`src/rtl/sdr_pipe_pkg.sv`:
```
package sdr_pipe_pkg;

  typedef enum logic [1:0] {
    BL_1 = 2'd0,
    BL_2 = 2'd1,
    BL_4 = 2'd2,
    BL_8 = 2'd3
  } burst_len_e;

  typedef struct packed {
    logic rd;
    logic wr;
    logic pre;
  } col_cmd_t;

  function automatic int unsigned beats_of(burst_len_e b);
    return 32'd1 << b;
  endfunction

endpackage

```
`src/rtl/sdr_burst_gen.sv`:
```
module sdr_burst_gen
  import sdr_pipe_pkg::*;
#(
  parameter int MAX_BL = 8,
  localparam int CNT_W = $clog2(MAX_BL)
) (
  input  logic       clk,
  input  logic       rst_n,
  input  logic       en_i,
  input  col_cmd_t   cmd_i,
  input  burst_len_e bl_i,
  output logic       beat_o,
  output logic       more_o
);

  logic [CNT_W-1:0] remain_q;

  assign more_o = (remain_q != '0);
  assign beat_o = en_i & (cmd_i.rd | (more_o & ~cmd_i.wr & ~cmd_i.pre));

  always_ff @(posedge clk or negedge rst_n) begin
    if (!rst_n) begin
      remain_q <= '0;
    end else if (en_i) begin
      if (cmd_i.rd)
        remain_q <= CNT_W'(beats_of(bl_i) - 1);
      else if (cmd_i.wr | cmd_i.pre)
        remain_q <= '0;
      else if (more_o)
        remain_q <= remain_q - 1'b1;
    end
  end

  AST_CMD_ONEHOT: assert property (@(posedge clk) disable iff (!rst_n)
    $onehot0({cmd_i.rd, cmd_i.wr, cmd_i.pre}));

  AST_PRE_ENDS_BURST: assert property (@(posedge clk) disable iff (!rst_n)
    (en_i && cmd_i.pre) |=> (remain_q == '0));

endmodule

```
`src/rtl/sdr_lat_pipe.sv`:
```
module sdr_lat_pipe #(
  parameter int MAX_CL   = 3,
  parameter int MASK_LAT = 2,
  localparam int CL_W    = $clog2(MAX_CL + 1)
) (
  input  logic            clk,
  input  logic            rst_n,
  input  logic            en_i,
  input  logic            beat_i,
  input  logic            dqm_i,
  input  logic [CL_W-1:0] cl_i,
  output logic            out_beat_o,
  output logic            out_valid_o,
  output logic            pending_o,
  output logic            any_o
);

  logic [MAX_CL-1:0]   slot_q;
  logic [MASK_LAT-1:0] mask_q;

  always_ff @(posedge clk or negedge rst_n) begin
    if (!rst_n)    slot_q[0] <= 1'b0;
    else if (en_i) slot_q[0] <= beat_i;
  end

  for (genvar k = 1; k < MAX_CL; k++) begin : g_slot
    always_ff @(posedge clk or negedge rst_n) begin
      if (!rst_n)    slot_q[k] <= 1'b0;
      else if (en_i) slot_q[k] <= slot_q[k-1];
    end
  end

  always_ff @(posedge clk or negedge rst_n) begin
    if (!rst_n)    mask_q[0] <= 1'b0;
    else if (en_i) mask_q[0] <= dqm_i;
  end

  for (genvar m = 1; m < MASK_LAT; m++) begin : g_mask
    always_ff @(posedge clk or negedge rst_n) begin
      if (!rst_n)    mask_q[m] <= 1'b0;
      else if (en_i) mask_q[m] <= mask_q[m-1];
    end
  end

  always_comb begin
    out_beat_o = 1'b0;
    pending_o  = 1'b0;
    for (int k = 0; k < MAX_CL; k++) begin
      if (cl_i == CL_W'(k + 1)) out_beat_o = slot_q[k];
      if (CL_W'(k + 1) < cl_i)  pending_o  = pending_o | slot_q[k];
    end
  end

  assign out_valid_o = out_beat_o & ~mask_q[MASK_LAT-1];
  assign any_o       = |slot_q;

  AST_CL_LEGAL: assert property (@(posedge clk) disable iff (!rst_n)
    (cl_i != '0) && (cl_i <= CL_W'(MAX_CL)));

endmodule

```
`src/rtl/sdr_turnaround.sv`:
```
module sdr_turnaround (
  input  logic clk,
  input  logic rst_n,
  input  logic en_i,
  input  logic out_beat_i,
  input  logic pending_i,
  input  logic more_i,
  output logic wr_ok_o
);

  logic busy_prev_q;

  always_ff @(posedge clk or negedge rst_n) begin
    if (!rst_n)    busy_prev_q <= 1'b0;
    else if (en_i) busy_prev_q <= out_beat_i;
  end

  assign wr_ok_o = ~(out_beat_i | busy_prev_q | pending_i | more_i);

  AST_TURN_GAP: assert property (@(posedge clk) disable iff (!rst_n)
    (en_i && out_beat_i) |=> !wr_ok_o);

endmodule

```
`src/rtl/sdr_rdlat_pipe.sv`:
```
module sdr_rdlat_pipe
  import sdr_pipe_pkg::*;
#(
  parameter int DQ_W     = 8,
  parameter int MAX_CL   = 3,
  parameter int MAX_BL   = 8,
  parameter int MASK_LAT = 2,
  localparam int CL_W    = $clog2(MAX_CL + 1)
) (
  input  logic            clk,
  input  logic            rst_n,
  input  logic            cke_i,
  input  logic [CL_W-1:0] cas_lat_i,
  input  logic [1:0]      burst_sel_i,
  input  logic            rd_cmd_i,
  input  logic            wr_cmd_i,
  input  logic            pre_cmd_i,
  input  logic            dqm_i,
  input  logic [DQ_W-1:0] dq_in_i,
  input  logic [DQ_W-1:0] wdata_i,
  output logic            rd_valid_o,
  output logic [DQ_W-1:0] rd_data_o,
  output logic            wr_en_o,
  output logic            dq_oe_o,
  output logic [DQ_W-1:0] dq_out_o,
  output logic            wr_ok_o
);

  logic     en_q;
  col_cmd_t cmd;
  logic     beat, more, out_beat, pending, any_slot;

  always_ff @(posedge clk or negedge rst_n) begin
    if (!rst_n) en_q <= 1'b1;
    else        en_q <= cke_i;
  end

  assign cmd = '{rd: rd_cmd_i, wr: wr_cmd_i, pre: pre_cmd_i};

  sdr_burst_gen #(.MAX_BL(MAX_BL)) u_burst (
    .clk    (clk),
    .rst_n  (rst_n),
    .en_i   (en_q),
    .cmd_i  (cmd),
    .bl_i   (burst_len_e'(burst_sel_i)),
    .beat_o (beat),
    .more_o (more)
  );

  sdr_lat_pipe #(.MAX_CL(MAX_CL), .MASK_LAT(MASK_LAT)) u_lat (
    .clk         (clk),
    .rst_n       (rst_n),
    .en_i        (en_q),
    .beat_i      (beat),
    .dqm_i       (dqm_i),
    .cl_i        (cas_lat_i),
    .out_beat_o  (out_beat),
    .out_valid_o (rd_valid_o),
    .pending_o   (pending),
    .any_o       (any_slot)
  );

  sdr_turnaround u_turn (
    .clk        (clk),
    .rst_n      (rst_n),
    .en_i       (en_q),
    .out_beat_i (out_beat),
    .pending_i  (pending),
    .more_i     (more),
    .wr_ok_o    (wr_ok_o)
  );

  assign rd_data_o = rd_valid_o ? dq_in_i : '0;
  assign dq_oe_o   = en_q & wr_cmd_i;
  assign wr_en_o   = dq_oe_o & ~dqm_i;
  assign dq_out_o  = wdata_i;

  AST_CL_STABLE: assert property (@(posedge clk) disable iff (!rst_n)
    (any_slot || more) |-> $stable(cas_lat_i));

  AST_MASKED_WRITE: assert property (@(posedge clk) disable iff (!rst_n)
    dqm_i |-> !wr_en_o);

  AST_NO_WR_ON_BUSY: assert property (@(posedge clk) disable iff (!rst_n)
    rd_valid_o |-> !wr_ok_o);

  AST_WR_AFTER_TURN: assert property (@(posedge clk) disable iff (!rst_n)
    (wr_cmd_i && en_q) |-> wr_ok_o);

  AST_FREEZE_HOLD: assert property (@(posedge clk) disable iff (!rst_n)
    !en_q |=> $stable(rd_valid_o));

endmodule

```
`config.mk`:
```
export PLATFORM = sky130hd
export DESIGN_NAME = sdr_rdlat_pipe
export DESIGN_NICKNAME = d
export VERILOG_FILES = /design/src/rtl/sdr_pipe_pkg.sv /design/src/rtl/sdr_burst_gen.sv /design/src/rtl/sdr_lat_pipe.sv /design/src/rtl/sdr_turnaround.sv /design/src/rtl/sdr_rdlat_pipe.sv
export SDC_FILE = /design/constraint.sdc
export NUM_CORES = 1
export LEC_CHECK = 0
export BUFFER_PORTS_ARGS = -buffer_cell sky130_fd_sc_hd__clkbuf_2
export CELL_PAD_IN_SITES_DETAIL_PLACEMENT = 1
export CELL_PAD_IN_SITES_GLOBAL_PLACEMENT = 1
export CORE_UTILIZATION = 30
export DETAILED_ROUTE_END_ITERATION = 7
export GPL_ROUTABILITY_DRIVEN = 0
export PLACE_DENSITY_LB_ADDON = 0.1
export SYNTH_ARGS = -nofsm -noshare
export SYNTH_HDL_FRONTEND = slang
export SYNTH_SLANG_ARGS = --single-unit
```
`constraint.sdc`:
```
create_clock -name clk -period 2.6 [get_ports clk]
set_input_delay 0 -clock clk [delete_from_list [all_inputs] [get_ports clk]]
set_output_delay 0 -clock clk [all_outputs]
set_load 0.01 [all_outputs]
```
Word-level counts from Yosys, hierarchy flattened
Cells that the tools add are included.

storage, ports and cells
  register bits = 10
  input port bits = 27
  output and inout port bits = 20
  word-level logic and storage cells = 48

operators by class
  $add $sub $neg = 2
  magnitude comparators = 3
  eq/ne operators = 3
  shift operators = 1
  multiplexer cells = 10
  bitwise gates (word level) = 18
  reduce and logical (&&, ||, !) cells = 3

operator list
  operator                                                   number
  2-to-1 mux 3 bit                                           3
  2-to-1 mux 8 bit                                           1
  bitwise OR 1 bit                                           7
  AND 1 bit                                                  6
  2-to-1 mux 1 bit                                           6
  nonzero test 3 bit                                         2
  subtractor 3 x 1 -> 3 bit, second input constant           2
  inverter 1 bit                                             5
  equality test 2 bit, second input constant                 2
  less-than comparator 2 bit, first input constant           2
  << shifter 1 x 2 -> 3 bit, first input constant            1
  equality test 2 x 1 -> 1 bit, second input constant        1
  less-than comparator 1 x 2 -> 1 bit, first input constant  1
  AND reduction 2 bit                                        1

Logic depth before layout (Yosys ltp)
Gate-level depths: netlist (run 1).

  depth in word-level cells = 9
  depth in mapped cells = 5
  depth with buffers taken out = 5

Hierarchy
Synthesis (run 1) repeated with hierarchy kept, for this count alone.

second synthesis, totals
  cell total of the unflattened synthesis = 61
  area, all modules = 653.1 µm²

modules (own cells, without submodules)
  module          instances  cells each  area an instance (µm²)  sequential area each (µm²)
  sdr_lat_pipe    1          17          231.5                   125.1
  sdr_burst_gen   1          22          217.7                   75.1
  sdr_rdlat_pipe  1          19          151.4                   26.3
  sdr_turnaround  1          3           52.6                    25.0

Worst setup path before layout (run 1)
Ideal clock, no wire load.

  path type = register -> output
  start = register u_burst.remain_q[0]
  end = output wr_ok_o
  arrival time = 1,408 ps
  slack = 1,192 ps
  cell stages (with the launch flop) = 5
  buffers on the path = 0
  cells stage by stage = dfrtp_1 > inv_1 > ha_1 > nand2b_1 > a2111oi_0

between the ends
  longest elaborated chain between the ends = 3

RTL lines
  element                 RTL line              source
  start, declared         sdr_burst_gen.sv:16   logic [CNT_W-1:0] remain_q;
  start signal, assigned  sdr_burst_gen.sv:26   remain_q <= CNT_W'(beats_of(bl_i) - 1);
  start signal, assigned  sdr_burst_gen.sv:30   remain_q <= remain_q - 1'b1;
  nonzero test 3 bit      sdr_burst_gen.sv:18   assign more_o = (remain_q != '0);
  bitwise OR 1 bit        sdr_turnaround.sv:18  assign wr_ok_o = ~(out_beat_i | busy_prev_q | pending_i | more_i);
  inverter 1 bit          sdr_turnaround.sv:18
  end, declared           sdr_rdlat_pipe.sv:26  output logic wr_ok_o

Every way passes these cells.

Final worst setup path (run 1)
Same ends and word-level chain as after synthesis.

==> impl_metrics.json, run 1 <==
{
  "outcome": "finished clean",
  "critPathMaxFanout": 6,
  "final_max_slew_viol_count": 0,
  "synth_top_area_share_pct": 33.0,
  "core_sq_um": 2040,
  "grt_usage_pct": 15.1,
  "netlist_top_cells_area": "dfrtp_1 (33%), buf_4 (8.8%), nor3b_1 (8.8%), mux2_2 (8.3%), dfstp_2 (3.9%)",
  "die_w_um": 49.7,
  "fillers": 252,
  "fin_area_sq_um": 873,
  "async_flop_share_pct": 100,
  "routedWlPerCell_um": 13.2,
  "clk_latency_ps": 280,
  "holdCritStartpoint": "wdata_i[2]",
  "rsz0062_at_grt": "false",
  "via_count": 578,
  "synth-main-ff-cell": "dfrtp_1",
  "placed_area_sq_um": 797,
  "first_pass_iters": 2,
  "die_area_sq_um": 2470,
  "ir_drop_mv": 0.245,
  "synth_cells": 66,
  "rows": 16,
  "swShare_pct": 31.9,
  "min_period_ps": 1660,
  "layout-drive-gt1-share_pct": 46.3,
  "power.switching_mw": 0.139,
  "slew_headroom_pct": 75.7,
  "grt-ovfl-total": 0,
  "drt_wl_total_mm": 1.61,
  "worstMarginPinSlew_ps": 355,
  "ys_warn_count": 0,
  "power.density_nw_per_um2": 499,
  "critPathKind": "flop to primary output",
  "syn_avg_cell_area_sq_um": 10.3,
  "max_clock_freq_mhz": 604,
  "r2r-start": "u_burst.remain_q[0]",
  "endpoint_kind": "primary output",
  "grt_first_pass_wirelength_mm": 2.75,
  "seq_area_frac_synth_pct": 36.9,
  "finClkSkew_ps": 6.23,
  "ant_nets": 0,
  "fin_crit_sh_pct": 63.7,
  "cts_setup_buffers": 0,
  "clkSlewWorstSetupHoldPaths_ps": 60,
  "viasPerCell": 4.74,
  "area_growth_pct": 28.1,
  "insertedDiodeCount": 0,
  "antenna_found_initial": 0,
  "ys_top_cells_by_count": "dfrtp_1 (9), buf_4 (8), nor3b_1 (8)",
  "synth.most_common_cell": "dfrtp_1",
  "cts_buffers": 3,
  "cts_tree": "done",
  "drt_iter0_markers": 3,
  "hold_class": "primary input to primary output",
  "cts-htree-levels": 1,
  "hpwlAfterDp_mm": 1.23,
  "crit_required_ps": 2600,
  "grt_start_max_net_pins": 15,
  "clock_path_buffers": 2,
  "initial_utilization_pct": 33.4,
  "drv_cap": 0,
  "synth_cell_types": 27,
  "post_cts_resized": 0,
  "p_comb_share_pct": 27.6,
  "root_buffer": "clkbuf_4",
  "p_int_mw": 0.297,
  "synth_area_sq_um": 682,
  "grt_pass1_vias": 592,
  "fin_nets": 125,
  "ys_ff_latch": 10,
  "clock_sink_count": 10,
  "yosys.area.top_type": "dfrtp_1",
  "power_frac_seq_pct": 45.4,
  "die_y_um": 49.7,
  "p_clk_share_pct": 27.0,
  "cp-startpoint": "u_burst.remain_q[0]",
  "finalHoldViolCount": 0,
  "setup.worst_path.start_class": "flop",
  "portBuffers": 30,
  "synth_edf_count": 0,
  "power.static_leakage_nw": 0.397,
  "finalSetupTns_ps": 0,
  "crit_arrival_ps": 1660,
  "setup_violations": 0,
  "ios": 47,
  "synth_nets": 95,
  "drc_errors": 0
}
==> routing by layer <==
metal	global-route usage [%]	up-vias	wire, um
li1	-	290	-
met1	17.7	266	713
met2	23.4	12	769
met3	5.56	10	89
met4	8.57	0	37
met5	0	-	0
==> cells in the final DEF, fill, tap and decap left out <==
master,count
clkbuf_4,3
nor2b_1,1
dfstp_2,1
o21ai_2,1
ha_1,2
a221o_1,1
or3_4,1
a21oi_1,4
clkbuf_2,30
mux2_2,5
nor3b_1,8
o21a_1,2
nor4b_2,1
nand2b_1,1
a21oi_4,1
inv_1,3
a32oi_2,1
and3b_1,1
nor2_1,4
nand3_1,1
clkbuf_1,1
nand2_1,1
dlygate4sd3_1,5
and2_1,1
o22ai_1,2
dfrtp_1,9
a2111oi_0,2
a21o_1,2
==> final timing paths <==
kind / cells after the start / endpoint / slack (ps)
setup / recovery: 5 / wr_ok_o / 940
hold / removal: 0 / dq_out_o[2] / 0.004
setup reg to reg: 5 / u_burst.remain_q[0] / 1180
hold reg to reg: 1 / u_lat.mask_q[0] / 510
max in group asynchronous: 2 / en_q / 2200
min in group asynchronous: 2 / u_lat.slot_q[0] / 120
==> state kept, by name, indices dropped and copies added (netlist names) <==
register / count
u_lat.slot_q: 3
u_turn.busy_prev_q: 1
u_lat.mask_q: 2
en_q: 1
u_burst.remain_q: 3
==> power groups by stage <==
stage,registers [mW],logic (mW),clock network [mW]
6_report,0.198,0.120,0.118
3_5_place_dp,0.201,0.117,0
2_1_floorplan,0.189,0.0926,0
3_3_place_gp,0.200,0.115,0
5_1_grt,0.203,0.134,0.129
4_1_cts,0.198,0.123,0.122
==> stage by stage <==
step	power [mW]	utilization, %	hold slack, ps	instances	worst slack, ps
after floorplan	0.281	-	-296	66	1190
final	0.436	42.8	0.00444	122	945
after CTS	0.442	42.8	0.119	122	916
after global routing	0.466	42.8	0.0184	122	833
after detailed placement	0.318	39.0	-113	113	1170
after global placement	0.316	39.0	-110	113	1210
==> critical path: stages (launching register included) <==
cell and delay (ps):
dfrtp_1 400, inv_1 90, ha_1 140, nand2b_1 150, a2111oi_0 390, clkbuf_2 210
==> repair_timing <==
item	4_1_cts	5_1_grt
endpoints found under the hold margin	13	0
endpoints found under the setup margin	0	0
hold buffers	5	0
==> cell type report <==
cell class / instances / area, sq um / area share, %
multi-input combinational: 43 / 350 / 40.1
tap: 27 / 33.8 / 3.87
sequential: 10 / 251 / 28.8
timing repair buffer: 35 / 200 / 22.9
clock buffer: 4 / 26.3 / 3.01
inverter: 3 / 11.3 / 1.29
==> kinds of logic after synthesis <==
family / share of synthesized area, %
DFF: 36.9
muxes: 8.26
buffers and inverters: 11.7
and+or+nand+nor: 20.2
adders and majority gates: 3.67
AOI/OAI and AO/OA: 19.3
Note: power is estimated with default switching activity, not from simulation.
==> inputs of run 2 (changes only) <==
--- a/config.mk
+++ b/config.mk
@@ -8,7 +8,7 @@
 export BUFFER_PORTS_ARGS = -buffer_cell sky130_fd_sc_hd__clkbuf_2
 export CELL_PAD_IN_SITES_DETAIL_PLACEMENT = 1
 export CELL_PAD_IN_SITES_GLOBAL_PLACEMENT = 1
-export CORE_UTILIZATION = 30
+export CORE_UTILIZATION = 25
 export DETAILED_ROUTE_END_ITERATION = 7
 export GPL_ROUTABILITY_DRIVEN = 0
 export PLACE_DENSITY_LB_ADDON = 0.1
==> constraint.sdc (replaced) <==
create_clock -name clk -period 1.39 [get_ports clk]
set_input_delay 0 -clock clk [delete_from_list [all_inputs] [get_ports clk]]
set_output_delay 0 -clock clk [all_outputs]
set_load 0.01 [all_outputs]
==> run 2 against run 1 <==
Against the previous run: the run now ends with setup timing left; hold slack hardly changed; clock power rose by 120%; critical path depth fell by 1; combinational power grew to 2.8 times the previous value; wire length grew 14%; utilization down 0.85 points; first-iteration DRC count down 33%; via count up 12%; critical endpoint is now rd_data_o[4]; highest routed layer is now met3.
==> impl_metrics.json, run 2 (same netlist as run 1, synthesis figures left out) <==
{
  "drt_iter0_markers": 2,
  "setup.worst_path.start_class": "flop",
  "max_clock_freq_mhz": 705,
  "layout-drive-gt1-share_pct": 61.3,
  "fin_nets": 136,
  "fillers": 296,
  "initial_utilization_pct": 27.0,
  "power.static_leakage_nw": 0.476,
  "area_growth_pct": 55.0,
  "die_area_sq_um": 2940,
  "drv_cap": 0,
  "fin_util_pct": 41.9,
  "critPathKind": "flop to primary output",
  "cts_buffers": 3,
  "critPathMaxFanout": 5,
  "critPathCapture": "rd_data_o[4]",
  "die_w_um": 54.2,
  "finalHoldViolCount": 0,
  "rrSetupSlack_ps": 60,
  "outcome": "finished with violations",
  "worstMarginPinSlew_ps": 316,
  "violations": "setup timing",
  "slowest_delay_ps": 420,
  "multi_input_area_sq_um": 435,
  "top_regs": "u_burst.remain_q: 3 flops, u_lat.slot_q: 3 flops, u_lat.mask_q: 2 flops",
  "rows": 18,
  "seq_area_sq_um": 251,
  "setup_violations": 9,
  "grt-ovfl-total": 0,
  "core_sq_um": 2520,
  "grt_first_pass_wirelength_mm": 2.72,
  "placed_area_sq_um": 837,
  "die_y_um": 54.2,
  "hpwlAfterDp_mm": 1.23,
  "drt_wl_total_mm": 1.84,
  "finClkSkew_ps": 0.924,
  "r2r-start": "u_lat.slot_q[0]",
  "clock_sink_count": 10,
  "final_max_slew_viol_count": 0,
  "clk_latency_ps": 260,
  "path_delay_family": "flip-flops",
  "crit_slowest_cell": "dfrtp_1",
  "fin_crit_sh_pct": 102,
  "cts-htree-levels": 1,
  "ir_drop_mv": 0.521,
  "layout_common_cells": "clkbuf_2 (27), buf_4 (10), dfrtp_1 (9), nor3b_1 (7)",
  "root_buffer": "clkbuf_4",
  "finalSetupTns_ps": -192,
  "grt_pass1_vias": 588,
  "worst_slack_ps": -28.5,
  "endpoint_kind": "primary output",
  "insertedDiodeCount": 0,
  "crit_required_ps": 1390,
  "crit_arrival_ps": 1420,
  "ios": 47,
  "cp_num_cells": 4,
  "antenna_found_initial": 0,
  "hold_class": "primary input to primary output",
  "portBuffers": 30,
  "ant_nets": 0,
  "routedWlPerCell_um": 13.5,
  "slew_headroom_pct": 78.9,
  "drc_errors": 0,
  "crit_chain": "mux2_4 -> a21oi_4 -> nor3b_1 -> clkbuf_2",
  "cp.buffers_inverters": 1,
  "power.density_nw_per_um2": 915,
  "min_period_ps": 1420,
  "layout_commonest_cell": "clkbuf_2",
  "grt_start_max_net_pins": 11,
  "clkSlewWorstSetupHoldPaths_ps": 60,
  "rsz0062_at_grt": "true",
  "r2r_cells": 5,
  "fin_area_sq_um": 1060,
  "first_pass_iters": 2,
  "cp-startpoint": "u_lat.slot_q[0]",
  "clock_path_buffers": 2,
  "cts_tree": "done",
  "grt_usage_pct": 13.4,
  "via_count": 647,
  "viasPerCell": 4.76,
  "regToRegEndpoint": "u_turn.busy_prev_q"
}
run 2: cell count changes in the layout (fill, tap and decap cells not counted), sizes merged:
cell	change
a21oi	+1
clkbuf	-3
buf	+14
dlygate4sd3	-1
run 2: power breakdown:
part	total, mW	switching, mW	leakage [nW]	internal, mW
Combinational	0.339	0.156	0.340	0.183
Sequential	0.372	0.0429	0.115	0.329
Clock	0.256	0.0975	0.0210	0.159
Total	0.968	0.296	0.476	0.671
run 2: area by class of cell:
class	instances	area share, %
clock buffer	4	3.43
inverter	3	1.07
multi-input combinational	44	41.2
sequential	10	23.8
tap	30	3.55
timing repair buffer	45	27.0
run 2: routing by layer:
metal	wire (um)	GRT usage [%]	part of all wire (%)
met1	713	14.8	39
met2	1030	25.2	56
met3	102	3.33	5.5
met5	0	0	0
met4	0	2.99	0
run 2: how the worst min path moves through the flow:
stage,endpoint,slack [ps],cells past startpoint,from
global route,dq_out_o[3],0.03,0,wdata_i[3]
detailed placement,u_burst.remain_q[1],-110,1,rst_n
floorplan,u_burst.remain_q[0],-300,0,rst_n
global placement,u_burst.remain_q[1],-110,1,rst_n
finish,dq_out_o[3],0.004,0,wdata_i[3]
CTS,dq_out_o[2],0.1,0,wdata_i[2]
run 2: per-stage QoR:
stage                     setup slack (ps)  std cells  power [mW]  hold WS (ps)
after floorplan                       67.2         66       0.527          -296
after global placement                50.4        119       0.610          -115
after detailed placement              9.87        119       0.614          -115
after CTS                            -39.2        134       0.966         0.119
after global routing                  -103        136        1.04        0.0288
final                                -28.5        136       0.968       0.00445
run 2: what timing repair did:
action                                 in CTS  in global routing
buffers inserted                            6                  2
hold buffers                                4                  0
pin swaps                                   3                  4
setup endpoints to repair                  12                 12
endpoints found under the hold margin      13                  0
resized for setup                          11                  6
cloned                                      1                  0
==> inputs of run 3 (changes only) <==
--- a/config.mk
+++ b/config.mk
@@ -14,4 +14,5 @@
 export PLACE_DENSITY_LB_ADDON = 0.1
 export SYNTH_ARGS = -nofsm -noshare
 export SYNTH_HDL_FRONTEND = slang
+export SYNTH_HIERARCHICAL = 1
 export SYNTH_SLANG_ARGS = --single-unit
==> run 3 against run 2 <==
Against the previous run: the flow still finishes with violations (setup timing); global-route usage decreased by 1.9 points; via count decreased by 15%; design area decreased by 11%; clock skew increased by 3.9 ps; sequential power decreased by 2%; final cell count decreased by 8.1%; critical path depth increased by 3.
==> impl_metrics.json, run 3 <==
{
  "rows": 18,
  "critPathMaxFanout": 2,
  "fin_crit_sh_pct": 104,
  "clock_sink_count": 10,
  "rrSetupSlack_ps": -40,
  "synth_nets": 89,
  "fin_cells": 125,
  "die_w_um": 52.9,
  "layout_commonest_cell": "clkbuf_2",
  "worst_slack_ps": -48.7,
  "cts_tree": "done",
  "p_comb_share_pct": 32.8,
  "via_count": 551,
  "ys_warn_count": 6,
  "cp-startpoint": "u_burst/remain_q[1]",
  "area_growth_pct": 44.9,
  "holdWs_ps": 0.00343,
  "final_max_slew_viol_count": 0,
  "grt_pass1_vias": 537,
  "routedWlPerCell_um": 12.0,
  "fin_nets": 125,
  "regToRegEndpoint": "u_burst/remain_q[1]",
  "finalPower_mw": 0.922,
  "dr_wl_met3_um": 97,
  "setup.worst_path.start_class": "flop",
  "grt_usage_pct": 11.5,
  "worstMarginPinSlew_ps": 316,
  "drt_wl_total_mm": 1.50,
  "endpoint_kind": "primary output",
  "cts_buffers": 3,
  "p_clk_share_pct": 27.7,
  "synth_cells": 60,
  "slew_headroom_pct": 78.9,
  "ios": 47,
  "core_sq_um": 2450,
  "path_delay_family": "flip-flops",
  "outcome": "finished with violations",
  "viasPerCell": 4.41,
  "holdCritStartpoint": "wdata_i[5]",
  "grt-ovfl-total": 0,
  "crit_chain": "inv_1 -> ha_2 -> ha_4 -> inv_4 -> buf_6 -> nor4_4 -> buf_2",
  "clock_path_buffers": 2,
  "r2r-start": "u_burst/remain_q[1]",
  "critPathKind": "flop to primary output",
  "cp.buffers_inverters": 4,
  "critPathCapture": "wr_ok_o",
  "root_buffer": "clkbuf_4",
  "slowest_delay_ps": 390,
  "routed.top_layer": "met4",
  "cp_num_cells": 7,
  "insertedDiodeCount": 0,
  "max_clock_freq_mhz": 695,
  "layout-drive-gt1-share_pct": 63.2,
  "swShare_pct": 27.9,
  "cts-htree-levels": 1,
  "antenna_found_initial": 0,
  "clk_latency_ps": 260,
  "r2r_cells": 6,
  "power_frac_seq_pct": 39.5,
  "wl_met1_um": 647,
  "fin_util_pct": 38.2,
  "finClkSkew_ps": 4.80,
  "top_regs": "u_burst/remain_q: 3 flops, u_lat/slot_q: 3 flops, u_lat/mask_q: 2 flops",
  "hold_class": "primary input to primary output",
  "power.switching_mw": 0.257,
  "clkSlewWorstSetupHoldPaths_ps": 60,
  "drv_cap": 0,
  "drc_errors": 0,
  "grt_first_pass_wirelength_mm": 2.35,
  "ir_drop_mv": 0.486,
  "setup_violations": 4,
  "first_pass_iters": 4,
  "finalHoldViolCount": 0,
  "dp.cells": 114,
  "power.density_nw_per_um2": 984,
  "min_period_ps": 1440,
  "multi_input_area_sq_um": 365,
  "p_int_mw": 0.665,
  "seq_area_sq_um": 251,
  "layout_common_cells": "clkbuf_2 (22), dfrtp_1 (9), and2_1 (8), buf_2 (8)",
  "die_area_sq_um": 2790,
  "drt_iter0_markers": 3,
  "violations": "setup timing",
  "fillers": 285,
  "grt_start_max_net_pins": 11,
  "die_y_um": 52.9,
  "synth_area_sq_um": 647,
  "rsz0062_at_grt": "true",
  "crit_arrival_ps": 1440,
  "portBuffers": 30,
  "ant_nets": 0,
  "hpwlAfterDp_mm": 1.11,
  "crit_slowest_cell": "dfrtp_1",
  "initial_utilization_pct": 26.4,
  "syn_avg_cell_area_sq_um": 10.8,
  "power.static_leakage_nw": 0.471,
  "route.met2.wl_um": 741,
  "crit_required_ps": 1390
}
-- run 3: layout make-up --
cell class,count,share of cell area [%]
tap,30,4.01
timing repair buffer,39,24.4
clock buffer,4,3.87
multi-input combinational,38,39.0
sequential,10,26.8
inverter,4,1.87
-- run 3: what timing repair did --
item / CTS / global route
gates resized for setup: 12 / 9
pin swaps: 5 / 2
hold endpoints to repair: 12 / 0
endpoints found under the setup margin: 13 / 13
setup buffers: 3 / 1
hold buffers: 3 / 0
-- run 3: metrics by stage --
stage	TNS [ps]	setup slack, ps	instance area, sq um
after detailed placement	-177	-62.5	790
after global routing	-1020	-118	937
after CTS	-240	-106	921
after floorplan	0	7.66	647
after global placement	-98.5	-34.7	790
final	-166	-48.7	937
-- run 3: worst min-delay path by stage --
| stage | slack (ps) | to | cells past startpoint |
|---|---|---|---|
| 6_report | 0.003 | dq_out_o[5] | 0 |
| 5_1_grt | 0.02 | dq_out_o[7] | 0 |
| 4_1_cts | 0.07 | dq_out_o[0] | 0 |
| 3_5_place_dp | -120 | u_lat/mask_q[0] | 1 |
| 3_3_place_gp | -120 | u_burst/remain_q[1] | 1 |
| 2_1_floorplan | -300 | u_burst/remain_q[0] | 0 |
-- run 3: power groups by stage --
stage               Combinational [mW]  Sequential [mW]  Clock (mW)
floorplan                        0.153            0.359           0
global placement                 0.220            0.365           0
detailed placement               0.222            0.368           0
CTS                              0.294            0.362       0.270
global route                     0.337            0.372       0.281
finish                           0.302            0.365       0.255
-- run 3: worst reg2reg max path: cells and delay by family (launching register included) --
| kind | cells | cell delay [ps] |
|---|---|---|
| AOI/OAI and AO/OA | 1 | 180 |
| adders and majority gates | 2 | 320 |
| buffers and inverters | 2 | 100 |
| DFF | 1 | 390 |
| muxes | 1 | 330 |
-- run 3: metal layers --
metal,vias to the layer above,global-route usage [%]
met1,261,15.2
met5,-,0
met4,0,6.14
met2,17,17.5
li1,269,-
met3,4,2.01
